[src/rtl/selftest_pkg.sv]
package selftest_pkg;
  typedef enum logic [2:0] {
    OP_CLEAR    = 3'd0,
    OP_LOAD     = 3'd1,
    OP_SCAN     = 3'd2,
    OP_PRPG     = 3'd3,
    OP_SIG      = 3'd4,
    OP_SIG_EXT  = 3'd5
  } op_e;

  // Stage 0 input comes from the serial pin in these operations.
  function automatic logic head_from_pin(op_e op);
    return (op == OP_SCAN) || (op == OP_SIG_EXT);
  endfunction
endpackage

[src/rtl/selftest_decode.sv]
module selftest_decode
  import selftest_pkg::*;
(
  input  logic sel_par,
  input  logic sel_norm,
  input  logic sel_ext,
  output op_e  op
);
  always_comb begin
    if (sel_norm) begin
      op = sel_par ? OP_LOAD : OP_CLEAR;
    end else if (!sel_par) begin
      op = sel_ext ? OP_SCAN : OP_PRPG;
    end else begin
      op = sel_ext ? OP_SIG_EXT : OP_SIG;
    end
  end
endmodule

[src/rtl/selftest_fb.sv]
module selftest_fb #(
  parameter int unsigned   W    = 4,
  parameter logic [W-1:0]  TAPS = 4'b1100
) (
  input  logic [W-1:0] q,
  output logic         fb
);
  // Fibonacci feedback: parity of the tapped stages.
  always_comb begin
    fb = ^(q & TAPS);
  end
endmodule

[src/rtl/selftest_stage.sv]
module selftest_stage
  import selftest_pkg::*;
(
  input  op_e  op,
  input  logic d_bit,
  input  logic chain_bit,
  output logic nxt_bit
);
  always_comb begin
    unique case (op)
      OP_LOAD:              nxt_bit = d_bit;
      OP_CLEAR:             nxt_bit = 1'b0;
      OP_SCAN, OP_PRPG:     nxt_bit = chain_bit;
      OP_SIG, OP_SIG_EXT:   nxt_bit = d_bit ^ chain_bit;
      default:              nxt_bit = 1'b0;
    endcase
  end
endmodule

[src/rtl/selftest_reg.sv]
module selftest_reg
  import selftest_pkg::*;
#(
  parameter int unsigned   W    = 4,
  parameter logic [W-1:0]  TAPS = 4'b1100
) (
  input  logic         clk,
  input  logic         rst_n,
  input  logic         sel_par,
  input  logic         sel_norm,
  input  logic         sel_ext,
  input  logic [W-1:0] d_in,
  input  logic         scan_in,
  output logic [W-1:0] q_out,
  output logic         scan_out
);
  localparam int unsigned MSB = W - 1;

  op_e          op;
  logic         fb;
  logic         head;
  logic [W-1:0] chain;
  logic [W-1:0] q_nxt;
  logic [W-1:0] q_r;

  selftest_decode u_dec (
    .sel_par  (sel_par),
    .sel_norm (sel_norm),
    .sel_ext  (sel_ext),
    .op       (op)
  );

  selftest_fb #(.W(W), .TAPS(TAPS)) u_fb (
    .q  (q_r),
    .fb (fb)
  );

  always_comb begin
    head = head_from_pin(op) ? scan_in : fb;
  end

  for (genvar i = 0; i < W; i++) begin : g_bit
    if (i == 0) begin : g_head
      always_comb chain[i] = head;
    end else begin : g_link
      always_comb chain[i] = q_r[i-1];
    end

    selftest_stage u_stage (
      .op        (op),
      .d_bit     (d_in[i]),
      .chain_bit (chain[i]),
      .nxt_bit   (q_nxt[i])
    );
  end

  always_ff @(posedge clk or negedge rst_n) begin
    if (!rst_n) begin
      q_r <= '0;
    end else begin
      q_r <= q_nxt;
    end
  end

  assign q_out    = q_r;
  assign scan_out = q_r[MSB];
endmodule

[config.mk]
export PLATFORM = sky130hd
export DESIGN_NAME = selftest_reg
export DESIGN_NICKNAME = d
export VERILOG_FILES = /design/src/rtl/selftest_pkg.sv /design/src/rtl/selftest_decode.sv /design/src/rtl/selftest_fb.sv /design/src/rtl/selftest_stage.sv /design/src/rtl/selftest_reg.sv
export SDC_FILE = /design/constraint.sdc
export NUM_CORES = 1
export LEC_CHECK = 0
export ABC_CLOCK_PERIOD_IN_PS = 1300
export BUFFER_PORTS_ARGS = -buffer_cell sky130_fd_sc_hd__buf_4
export CAP_MARGIN = 5
export CORE_AREA = 2 2 39 41
export CTS_CLUSTER_DIAMETER = 30
export DETAILED_ROUTE_END_ITERATION = 6
export DIE_AREA = 0 0 41 43
export GPL_TIMING_DRIVEN = 0
export PLACE_DENSITY_LB_ADDON = 0.2
export SETUP_SLACK_MARGIN = 0.3
export SYNTH_ARGS = -nofsm -noshare
export SYNTH_HDL_FRONTEND = slang
export SYNTH_SLANG_ARGS = --single-unit
[constraint.sdc]
create_clock -name clk -period 1.3 [get_ports clk]
set_input_delay 0.13 -clock clk [delete_from_list [all_inputs] [get_ports clk]]
set_output_delay 0.13 -clock clk [all_outputs]
set_load 0.005 [all_outputs]
* Yosys cells after proc, flatten, opt, wreduce, memory -nomap -nowiden
Index checks and enable logic that the tools add are counted.
** Word-level totals
- Bits in writable memories :: 0
- Bits in read-only memories :: 0
- Input bits :: 10
- Latch bits :: 0
- Bits in registers :: 4
- Memories kept :: 0
** Operators by class
- $mul :: 0
- Reductions and logical operators :: 4
- Shift operators :: 0
- Bitwise gates (word level) :: 4
- Muxes and demuxes :: 10
- Equal/unequal tests :: 5
- Add/subtract/negate cells :: 0
- Div/mod/pow operators :: 0
- Magnitude comparators :: 0
** Operator list (number)
- 1-bit one-hot mux with 3 select lines :: 4
- 3-bit by 2-bit == test with 1-bit output, second input constant :: 2
- 3-bit == test, second input constant :: 2
- 3-bit two-way mux :: 2
- 1-bit two-way mux :: 4
- 2-bit OR reduction :: 2
- 4-bit XOR reduction :: 1
- 1-bit XOR :: 4
- 3-bit by 1-bit == test with 1-bit output, second input constant :: 1
- 1-bit logical OR :: 1

* Depth between registers and ports, before layout
Gate-level depths: netlist (run 1).
- Depth after elaboration :: 8
- Depth in mapped cells :: 3
- Depth with buffers taken out :: 3

* Modules after synthesis
Synthesis (run 1) repeated with hierarchy kept, for this count alone.
** Second synthesis, totals
- Cell total of the unflattened synthesis :: 62
- Area, all modules :: 494.2 um^2
** Modules (own cells, without submodules)
- selftest_stage :: area each 81.3 um^2, times used 4, sequential area each 0.0 um^2, cells each 12
- selftest_reg :: area each 135.1 um^2, times used 1, sequential area each 100.1 um^2, cells each 9
- selftest_decode :: area each 25.0 um^2, times used 1, sequential area each 0.0 um^2, cells each 4
- selftest_fb :: area each 8.8 um^2, times used 1, sequential area each 0.0 um^2, cells each 1

* Worst setup path before layout (run 1)
No wires, ideal clock.
- Path kind :: reg-to-reg
- Start point :: reg q_r[3] (netlist: q_out[3])
- End point :: reg q_r[0] (netlist: q_out[0])
- Setup time :: 0.080 ns
- Slack :: 0.339 ns
- Required time :: 1.220 ns
- Path buffers :: 0
- Stages on the path, launching flop included :: 4
- Arrival :: 0.881 ns
- Cells stage by stage :: dfrtp_1 -> xnor2_1 -> a211oi_2 -> xnor2_1
** On the way
- Longest elaborated chain between the ends :: 4
** RTL lines
- from (decl) :: line selftest_reg.sv:24 : logic [W-1:0] q_r;
- from (signal assigned) :: line selftest_reg.sv:61 : q_r <= q_nxt;
- 4-bit XOR reduction (*) :: line selftest_fb.sv:10 : fb = ^(q & TAPS);
- 1-bit two-way mux (*) :: line selftest_reg.sv:39 : head = head_from_pin(op) ? scan_in : fb;
- 1-bit XOR :: line selftest_stage.sv:14 : OP_SIG, OP_SIG_EXT: nxt_bit = d_bit ^ chain_bit;
- 1-bit one-hot mux with 3 select lines (*) :: line selftest_stage.sv:10 : unique case (op)
- named net g_bit[0].u_stage.nxt_bit :: line selftest_stage.sv:7 : output logic nxt_bit
The timed path passes the listed nets; every way through them passes the cells marked *.

* Worst setup path after layout (run 1)
- Start point :: reg q_r[3] (netlist: q_out[3])
- End point :: out q_out[3]
** RTL lines
- to (decl) :: line selftest_reg.sv:14 : output logic [W-1:0] q_out,
No word-level cell between the ends.

==> results.py, run 1 <==
metrics = {
    "timing": {
        "final_hold_viol_count": 0,
        "max_freq_ghz": 0.9755,
        "drv_slew": 0,
        "min_period_over_period_pct": 78.85,
        "setup_violations": 0,
        "period_needed_ns": 1.025,
        "rsz0062_at_grt": "yes",
        "holdWs_ns": 0.1728,
        "tightest_slew_ns": 0.1836,
        "slew_headroom_pct": 87.74,
        "finalSetupTns_ns": 0,
        "finClkSkew_ns": 0.005381,
    },
    "cells_and_area": {
        "num_antenna_cells": 0,
        "areaGrowthSynthToFinish_pct": 79.89,
        "largest_register_ffs": 4,
        "fin_nets": 54,
        "layout-drive-gt1-share_pct": 57.14,
    },
    "placed_design": {
        "place.port_buffers": 14,
        "place_congestion": 0.6682,
    },
    "min_path": {
        "min_from": "d_in[1]",
        "min_to": "q_out[1]$_DFF_PN0_",
        "holdPathStages": 3,
        "min_path_type": "in2reg",
    },
    "global_route": {
        "antenna_found_initial": 0,
        "overflow": 0,
        "grt_pass1_vias": 198,
        "grtUsageTotal_pct": 8.165,
        "grt_max_degree": 5,
        "grt_pass1_wl_um": 814,
    },
    "detailed_routing": {
        "drt_iter0_markers": 0,
        "drt_wl_total_um": 486,
        "dr_total_vias": 206,
        "final_antenna_net_count": 0,
        "drt-wirelength-per-cell_um": 8.379,
        "drc": 0,
        "firstDrtPassIters": 1,
        "via_per_inst": 3.552,
    },
    "floorplanning": {
        "core-area_sq_um": 1384,
        "io_pins": 15,
        "die_w_um": 41,
        "die_y_um": 43,
        "start_util_pct": 16.64,
        "placementRows": 14,
        "die_area_sq_um": 1763,
    },
    "setup_path": {
        "rrSetupSlack_ns": 0.29,
        "path_max_fanout": 3,
        "crit_path_start_kind": "register",
        "cp.required_ns": 1.17,
        "cp_cell_sequence": "buf_4 -> buf_6",
        "cp-end-kind": "primary output",
        "crit_family": "flip-flops",
        "crit_cells": 2,
        "slowest_delay_ns": 0.41,
        "crit_arrival_ns": 0.90,
        "r2r_cells": 3,
        "critPathBufInv": 2,
        "timing.rr.end": "q_out[0]$_DFF_PN0_",
        "r2r_start": "q_out[3]$_DFF_PN0_",
        "worstSetupPathType": "reg2out",
        "crit_slowest_cell": "dfrtp_1",
    },
    "logic_synthesis": {
        "synthSimpleGateAreaFrac_pct": 17.39,
        "synth_top_area_cell": "dfrtp_1",
        "synth_fp_nets": 33,
        "synthTopCellsByArea": "dfrtp_1 43%, xnor2_1 19%, buf_4 13%",
        "ys_ff_latch": 4,
        "synth_area_sq_um": 230.2,
        "synth_top_cell_area_share_pct": 43.48,
        "synth_top_family_by_area": "XOR/XNOR gates",
        "synthMuxAreaShare_pct": 0,
        "avgSynthCellArea_sq_um": 10.01,
        "syn_inst": 23,
        "synth_xor_area_share_pct": 19.02,
        "synth_compound_area_share_pct": 5.435,
        "ys_types": 7,
        "synth_fa_ha_area_share_pct": 0,
        "ys_seq_area_share_pct": 43.48,
        "yosysWarningCount": 0,
    },
    "clock_network": {
        "clockBufferDepth": 2,
        "clk_latency_ns": 0.23,
        "clkSlewWorstSetupHoldPaths_ns": 0.04,
        "cts-htree-levels": 1,
        "root_buffer": "clkbuf_4",
        "cts_tree": "yes",
        "cts_num_sinks": 4,
        "numCtsBuffers": 3,
    },
    "pwr": {
        "ir_drop_uv": 364.0,
        "power_density_nw_per_um2": 1129,
        "p_leak_nw": 0.2039,
    },
    "status": {
        "status": "completed",
    },
    "run": {
        "cap_violations": 0,
    },
}
final cells by class:
class | instances | area, sq um
buffer | 4 | 30.03
tap | 16 | 20.02
multi-input combinational | 14 | 103.9
timing repair buffer | 16 | 133.9
fill | 153 | 969.7
sequential | 4 | 100.1
inverter | 1 | 3.754
clock buffer | 3 | 22.52
where the power goes:
part | switching [mW] | internal (mW)
Combinational | 0.0452 | 0.113
Sequential | 0.0145 | 0.144
Clock | 0.0483 | 0.103
Total | 0.108 | 0.360
layer usage:
metal	up-vias	part of all wire [%]	global-route usage, %
met5	-	0	0
met4	0	3.9	14.00
met3	2	8.0	3.141
met1	87	38	8.469
li1	106	-	-
met2	11	50	8.750
tightest hold or removal path, cell delays in order:
cell and delay [ns]:
buf_4 0.10, nand2_1 0.07, xnor2_1 0.06
metrics by stage:
step	instances	setup slack [ns]	util (%)	power, mW	cell area, sq um
finish	58	0.2749	29.93	0.4677	414.1
global placement	53	0.2811	25.68	0.2916	355.3
global route	58	0.1921	29.93	0.5081	414.1
floorplan	23	0.3389	-	0.2255	230.2
CTS	57	0.2797	28.57	0.4637	395.4
detailed placement	53	0.2697	25.68	0.2918	355.3
cells in the mapped netlist:
| cell type | number |
|---|---|
| xnor2_1 | 5 |
| buf_4 | 4 |
| dfrtp_1 | 4 |
| nand2_1 | 4 |
| nor2b_1 | 4 |
| a211oi_2 | 1 |
| inv_1 | 1 |
worst max-delay path by stage:
stage / endpoint / slack [ns] / from
6_report: q_out[3] / 0.27 / q_out[3]$_DFF_PN0_
5_1_grt: q_out[0]$_DFF_PN0_ / 0.19 / q_out[2]$_DFF_PN0_
4_1_cts: q_out[3] / 0.28 / q_out[3]$_DFF_PN0_
3_5_place_dp: q_out[0]$_DFF_PN0_ / 0.27 / q_out[3]$_DFF_PN0_
3_3_place_gp: q_out[0]$_DFF_PN0_ / 0.28 / q_out[3]$_DFF_PN0_
2_1_floorplan: q_out[0]$_DFF_PN0_ / 0.34 / q_out[3]$_DFF_PN0_
cells by family (layout without fill, tap and decap cells):
family,Yosys count,in the layout
and+or+nand+nor,8,8
DFF,4,4
xor gates and xnor gates,5,5
AOI/OAI and AO/OA,1,1
buffers and inverters,5,24
placed cells by master (no fill, tap or decap):
cell,synthesis,layout
a211oi_2,1,1
buf_4,4,16
buf_6,0,3
clkbuf_4,0,3
dfrtp_1,4,4
dlygate4sd3_1,0,1
inv_1,1,1
nand2_1,4,4
nor2b_1,4,4
xnor2_1,5,4
xnor2_2,0,1
what timing repair did:
action,CTS,global route
resized for setup,2,2
endpoints found under the setup margin,3,5
hold buffers,1,0
buffers inserted,0,1
pin swaps,2,0
endpoints found under the hold margin,4,0
No activity file was read; power rests on OpenSTA's default activity.
==> run 2, diff against run 1 <==
--- a/config.mk
+++ b/config.mk
@@ -5,7 +5,7 @@
 export SDC_FILE = /design/constraint.sdc
 export NUM_CORES = 1
 export LEC_CHECK = 0
-export ABC_CLOCK_PERIOD_IN_PS = 1300
+export ABC_CLOCK_PERIOD_IN_PS = 850
 export BUFFER_PORTS_ARGS = -buffer_cell sky130_fd_sc_hd__buf_4
 export CAP_MARGIN = 5
 export CORE_AREA = 2 2 39 41
==> constraint.sdc (replaced) <==
create_clock -name clk -period 0.85 [get_ports clk]
set_input_delay 0.085 -clock clk [delete_from_list [all_inputs] [get_ports clk]]
set_output_delay 0.085 -clock clk [all_outputs]
set_load 0.005 [all_outputs]
==> results.py, run 2 (synthesized netlist as in run 1, its figures left out) <==
metrics = {
    "status": {
        "status": "complete, but fails checks",
        "violations": "setup timing",
    },
    "setup_path": {
        "cp.required_ns": 0.99,
        "slowest_delay_ns": 0.40,
        "worstSetupPathType": "reg2reg",
        "crit_top_cell": "xnor2_1",
        "path_max_fanout": 3,
        "cp-end-kind": "register",
        "crit_path_start_kind": "register",
        "cp_cell_sequence": "xnor2_1 -> a211oi_2 -> xnor2_1",
        "crit_arrival_ns": 1.14,
        "crit_slowest_cell": "dfrtp_1",
    },
    "clock_network": {
        "cts_tree": "yes",
        "cts_num_sinks": 4,
        "root_buffer": "clkbuf_4",
        "numCtsBuffers": 3,
        "clk_latency_ns": 0.23,
        "clockBufferDepth": 2,
        "cts-htree-levels": 1,
        "clkSlewWorstSetupHoldPaths_ns": 0.04,
    },
    "global_route": {
        "antenna_found_initial": 0,
        "grtUsageTotal_pct": 6.155,
        "grt_pass1_vias": 192,
        "grt_pass1_wl_um": 676,
        "overflow": 0,
        "grt_max_degree": 5,
    },
    "cells_and_area": {
        "multiInputGateArea_sq_um": 118.9,
        "fin_nets": 55,
        "fin_area_sq_um": 455.4,
        "stdcell_count": 59,
        "layout_commonest_cell": "buf_4",
        "num_antenna_cells": 0,
        "areaGrowthSynthToFinish_pct": 97.83,
        "largest_register_ffs": 4,
        "layout-drive-gt1-share_pct": 62.79,
        "layout.area.seq_sq_um": 100.1,
        "fillers": 158,
        "layout_common_cells": "12 x buf_4, 8 x buf_6, 5 x xnor2_1",
    },
    "detailed_routing": {
        "drt_wl_total_um": 419,
        "firstDrtPassIters": 3,
        "dr_total_vias": 200,
        "final_antenna_net_count": 0,
        "drt_iter0_markers": 4,
        "via_per_inst": 3.390,
        "drt-wirelength-per-cell_um": 7.102,
        "drc": 0,
    },
    "pwr": {
        "power_density_nw_per_um2": 1667,
        "ir_drop_uv": 521.0,
        "p_leak_nw": 0.2202,
    },
    "floorplanning": {
        "start_util_pct": 16.64,
        "core-area_sq_um": 1384,
        "die_area_sq_um": 1763,
        "die_y_um": 43,
        "io_pins": 15,
        "placementRows": 14,
        "die_w_um": 41,
    },
    "min_path": {
        "min_path_type": "in2reg",
    },
    "placed_design": {
        "dp.cells": 53,
        "placed_cell_area_sq_um": 389.1,
        "dp_slack_ns": -0.1446,
        "place_congestion": 0.6298,
        "place.port_buffers": 14,
    },
    "timing": {
        "holdWs_ns": 0.1286,
        "tightest_slew_ns": 0.1938,
        "min_period_over_period_pct": 117.0,
        "rsz0062_at_grt": "yes",
        "finClkSkew_ns": 0.0003340,
        "period_needed_ns": 0.9947,
        "final_hold_viol_count": 0,
        "slew_headroom_pct": 87.06,
        "drv_slew": 0,
        "setup_violations": 6,
        "max_freq_ghz": 1.005,
        "worst_slack_ns": -0.1447,
    },
    "run": {
        "cap_violations": 0,
    },
}
==> run 2: timing repair <==
item | CTS | global route
hold endpoints to repair | 4 | 0
setup buffers | 2 | 0
hold buffers | 1 | 0
gates resized for setup | 5 | 0
endpoints found under the setup margin | 9 | 9
pin swaps | 0 | 1
==> run 2: final cells by class <==
cell class / instances / share of cell area (%)
Sequential cell: 4 / 21.98
Timing Repair Buffer: 17 / 32.69
Tap cell: 16 / 4.396
Buffer: 4 / 9.066
Multi-Input combinational cell: 14 / 26.10
Inverter: 1 / 0.8242
Clock buffer: 3 / 4.945
==> run 2: worst paths after layout <==
check,depth (start not counted),slack [ns],start,to
min in group asynchronous,2,0.19,rst_n,q_out[2]$_DFF_PN0_
max in group asynchronous,2,0.57,rst_n,q_out[0]$_DFF_PN0_
hold reg to reg,2,0.60,q_out[0]$_DFF_PN0_,q_out[1]$_DFF_PN0_
setup reg to reg,3,-0.14,q_out[2]$_DFF_PN0_,q_out[0]$_DFF_PN0_
setup / recovery,3,-0.14,q_out[2]$_DFF_PN0_,q_out[0]$_DFF_PN0_
hold / removal,3,0.13,d_in[2],q_out[2]$_DFF_PN0_
==> run 2: through the flow <==
stage	TNS [ns]	util, %	power, mW
floorplan	-0.07571	-	0.3801
global placement	-0.1450	28.12	0.4831
detailed placement	-0.1446	28.12	0.4843
CTS	-0.6206	32.91	0.7747
global route	-0.7683	32.91	0.7988
finish	-0.5554	32.91	0.7592
==> run 2: critical path: cells and delay by family, from the launching register on <==
kind,cells,cell delay [ns]
AOI/OAI and AO/OA,1,0.21
xor gates and xnor gates,2,0.30
DFF,1,0.40
==> run 2: per-layer routing <==
metal	global-route usage, %	vias to the layer above	routed length, um
li1	-	107	-
met5	0	-	0
met4	6.000	0	0
met3	3.665	0	48
met1	6.536	81	172
met2	7.813	12	198
==> run 2: power breakdown <==
group          switching, mW  leakage [nW]  internal, mW
combinational         0.0754         0.157         0.210
sequential            0.0229        0.0496         0.220
clock                 0.0730        0.0138         0.158
==> run 3, diff against run 2 <==
--- a/config.mk
+++ b/config.mk
@@ -8,6 +8,8 @@
 export ABC_CLOCK_PERIOD_IN_PS = 850
 export BUFFER_PORTS_ARGS = -buffer_cell sky130_fd_sc_hd__buf_4
 export CAP_MARGIN = 5
+export CELL_PAD_IN_SITES_DETAIL_PLACEMENT = 0
+export CELL_PAD_IN_SITES_GLOBAL_PLACEMENT = 1
 export CORE_AREA = 2 2 39 41
 export CTS_CLUSTER_DIAMETER = 30
 export DETAILED_ROUTE_END_ITERATION = 6
==> results.py, run 3 (synthesized netlist as in run 1, its figures left out) <==
metrics = {
    "cells_and_area": {
        "layout_commonest_cell": "buf_4",
        "areaGrowthSynthToFinish_pct": 97.83,
        "largest_register_ffs": 4,
        "fin_nets": 54,
        "final_util_pct": 32.91,
        "num_antenna_cells": 0,
        "layout_common_cells": "11 x buf_4, 8 x buf_6, 4 x nand2_1, 4 x xnor2_1, 4 x dfrtp_1",
        "layout-drive-gt1-share_pct": 64.29,
        "fillers": 145,
    },
    "detailed_routing": {
        "firstDrtPassIters": 2,
        "drt_iter0_markers": 1,
        "drt-met1-wl_um": 155,
        "dr_total_vias": 199,
        "drt-wirelength-per-cell_um": 7.552,
        "wl_met2_um": 214,
        "final_antenna_net_count": 0,
        "top_layer_used": "met4",
        "met3WireLength_um": 50,
        "drt_wl_total_um": 438,
        "via_per_inst": 3.431,
        "drc": 0,
    },
    "timing": {
        "max_freq_ghz": 1.019,
        "setup_violations": 6,
        "drv_slew": 0,
        "slew_headroom_pct": 87.90,
        "rsz0062_at_grt": "yes",
        "worst_slack_ns": -0.1314,
        "period_needed_ns": 0.9814,
        "finalSetupTns_ns": -0.5815,
        "tightest_slew_ns": 0.1812,
        "finClkSkew_ns": 0.003445,
        "min_period_over_period_pct": 115.5,
        "final_hold_viol_count": 0,
    },
    "clock_network": {
        "clk_latency_ns": 0.24,
        "numCtsBuffers": 3,
        "clkSlewWorstSetupHoldPaths_ns": 0.04,
        "cts_num_sinks": 4,
        "root_buffer": "clkbuf_4",
        "cts-htree-levels": 1,
        "clockBufferDepth": 2,
        "cts_tree": "yes",
    },
    "setup_path": {
        "cp-end-kind": "register",
        "path_max_fanout": 3,
        "r2r_cells": 3,
        "crit_arrival_ns": 1.14,
        "cp.required_ns": 1.01,
        "crit_path_start_kind": "register",
        "worstSetupPathType": "reg2reg",
    },
    "global_route": {
        "grt_max_degree": 5,
        "antenna_found_initial": 0,
        "grt_pass1_vias": 199,
        "grtUsageTotal_pct": 6.660,
        "grt_pass1_wl_um": 676,
        "overflow": 0,
    },
    "pwr": {
        "power_density_nw_per_um2": 1689,
        "p_leak_nw": 0.2212,
        "ir_drop_uv": 619.3,
    },
    "placed_design": {
        "place_congestion": 0.6581,
        "place.port_buffers": 14,
    },
    "status": {
        "violations": "setup timing",
        "status": "complete, but fails checks",
    },
    "floorplanning": {
        "start_util_pct": 16.64,
        "die_y_um": 43,
        "core-area_sq_um": 1384,
        "placementRows": 14,
        "die_w_um": 41,
        "io_pins": 15,
        "die_area_sq_um": 1763,
    },
    "min_path": {
        "min_path_type": "in2reg",
        "holdPathStages": 3,
    },
    "run": {
        "cap_violations": 0,
    },
}
==> run 3: power breakdown <==
| group | total [mW] | switching [mW] | internal [mW] |
|---|---|---|---|
| registers | 0.243 | 0.0228 | 0.220 |
| logic | 0.283 | 0.0767 | 0.207 |
| clock network | 0.243 | 0.0847 | 0.158 |
| total | 0.769 | 0.184 | 0.585 |
==> run 3: what timing repair did <==
action,in CTS,in global routing
cloned,0,0
buffers inserted,0,1
endpoints found under the setup margin,9,9
hold buffers,1,0
resized for setup,4,2
hold endpoints to repair,4,0
==> run 3: cell type report <==
type / instances / area (sq um) / area share, %
buffer: 4 / 41.29 / 9.066
inverter: 1 / 3.754 / 0.8242
clock buffer: 3 / 22.52 / 4.945
timing repair buffer: 16 / 141.4 / 31.04
tap: 16 / 20.02 / 4.396
multi-input combinational: 14 / 126.4 / 27.75
sequential: 4 / 100.1 / 21.98
==> run 3: metrics by stage <==
stage                     power, mW  cells  hold slack [ns]  instance area (sq um)  setup slack (ns)
after floorplan              0.3801     23          -0.2106                  264.0          -0.07571
after detailed placement     0.4860     53          -0.1187                  389.1           -0.1331
after global placement       0.4843     53          -0.1193                  389.1           -0.1509
after CTS                    0.7587     57           0.1245                  436.7           -0.1473
final                        0.7691     58           0.1236                  455.4           -0.1314
after global routing         0.8095     58           0.1417                  455.4           -0.1820
==> run 3: path summary, 6_finish.rpt <==
path	start	end	slack, ns
setup / recovery	q_out[2]$_DFF_PN0_	q_out[0]$_DFF_PN0_	-0.13
hold reg to reg	q_out[1]$_DFF_PN0_	q_out[2]$_DFF_PN0_	0.60
max in group asynchronous	rst_n	q_out[3]$_DFF_PN0_	0.57
min in group asynchronous	rst_n	q_out[1]$_DFF_PN0_	0.18
hold / removal	d_in[2]	q_out[2]$_DFF_PN0_	0.12
setup reg to reg	q_out[2]$_DFF_PN0_	q_out[0]$_DFF_PN0_	-0.13
==> run 3: per-layer routing <==
metal  global-route usage [%]  up-vias
met5                        0        -
met4                    10.00        0
met3                    3.141        2
met2                    9.688       12
met1                    4.575       81
li1                         -      104
==> run 3: worst max-delay path: stages (launching register included) <==
cell      delay [ns]
dfrtp_1         0.40
xnor2_1         0.15
a211oi_2        0.20
xnor2_1         0.14
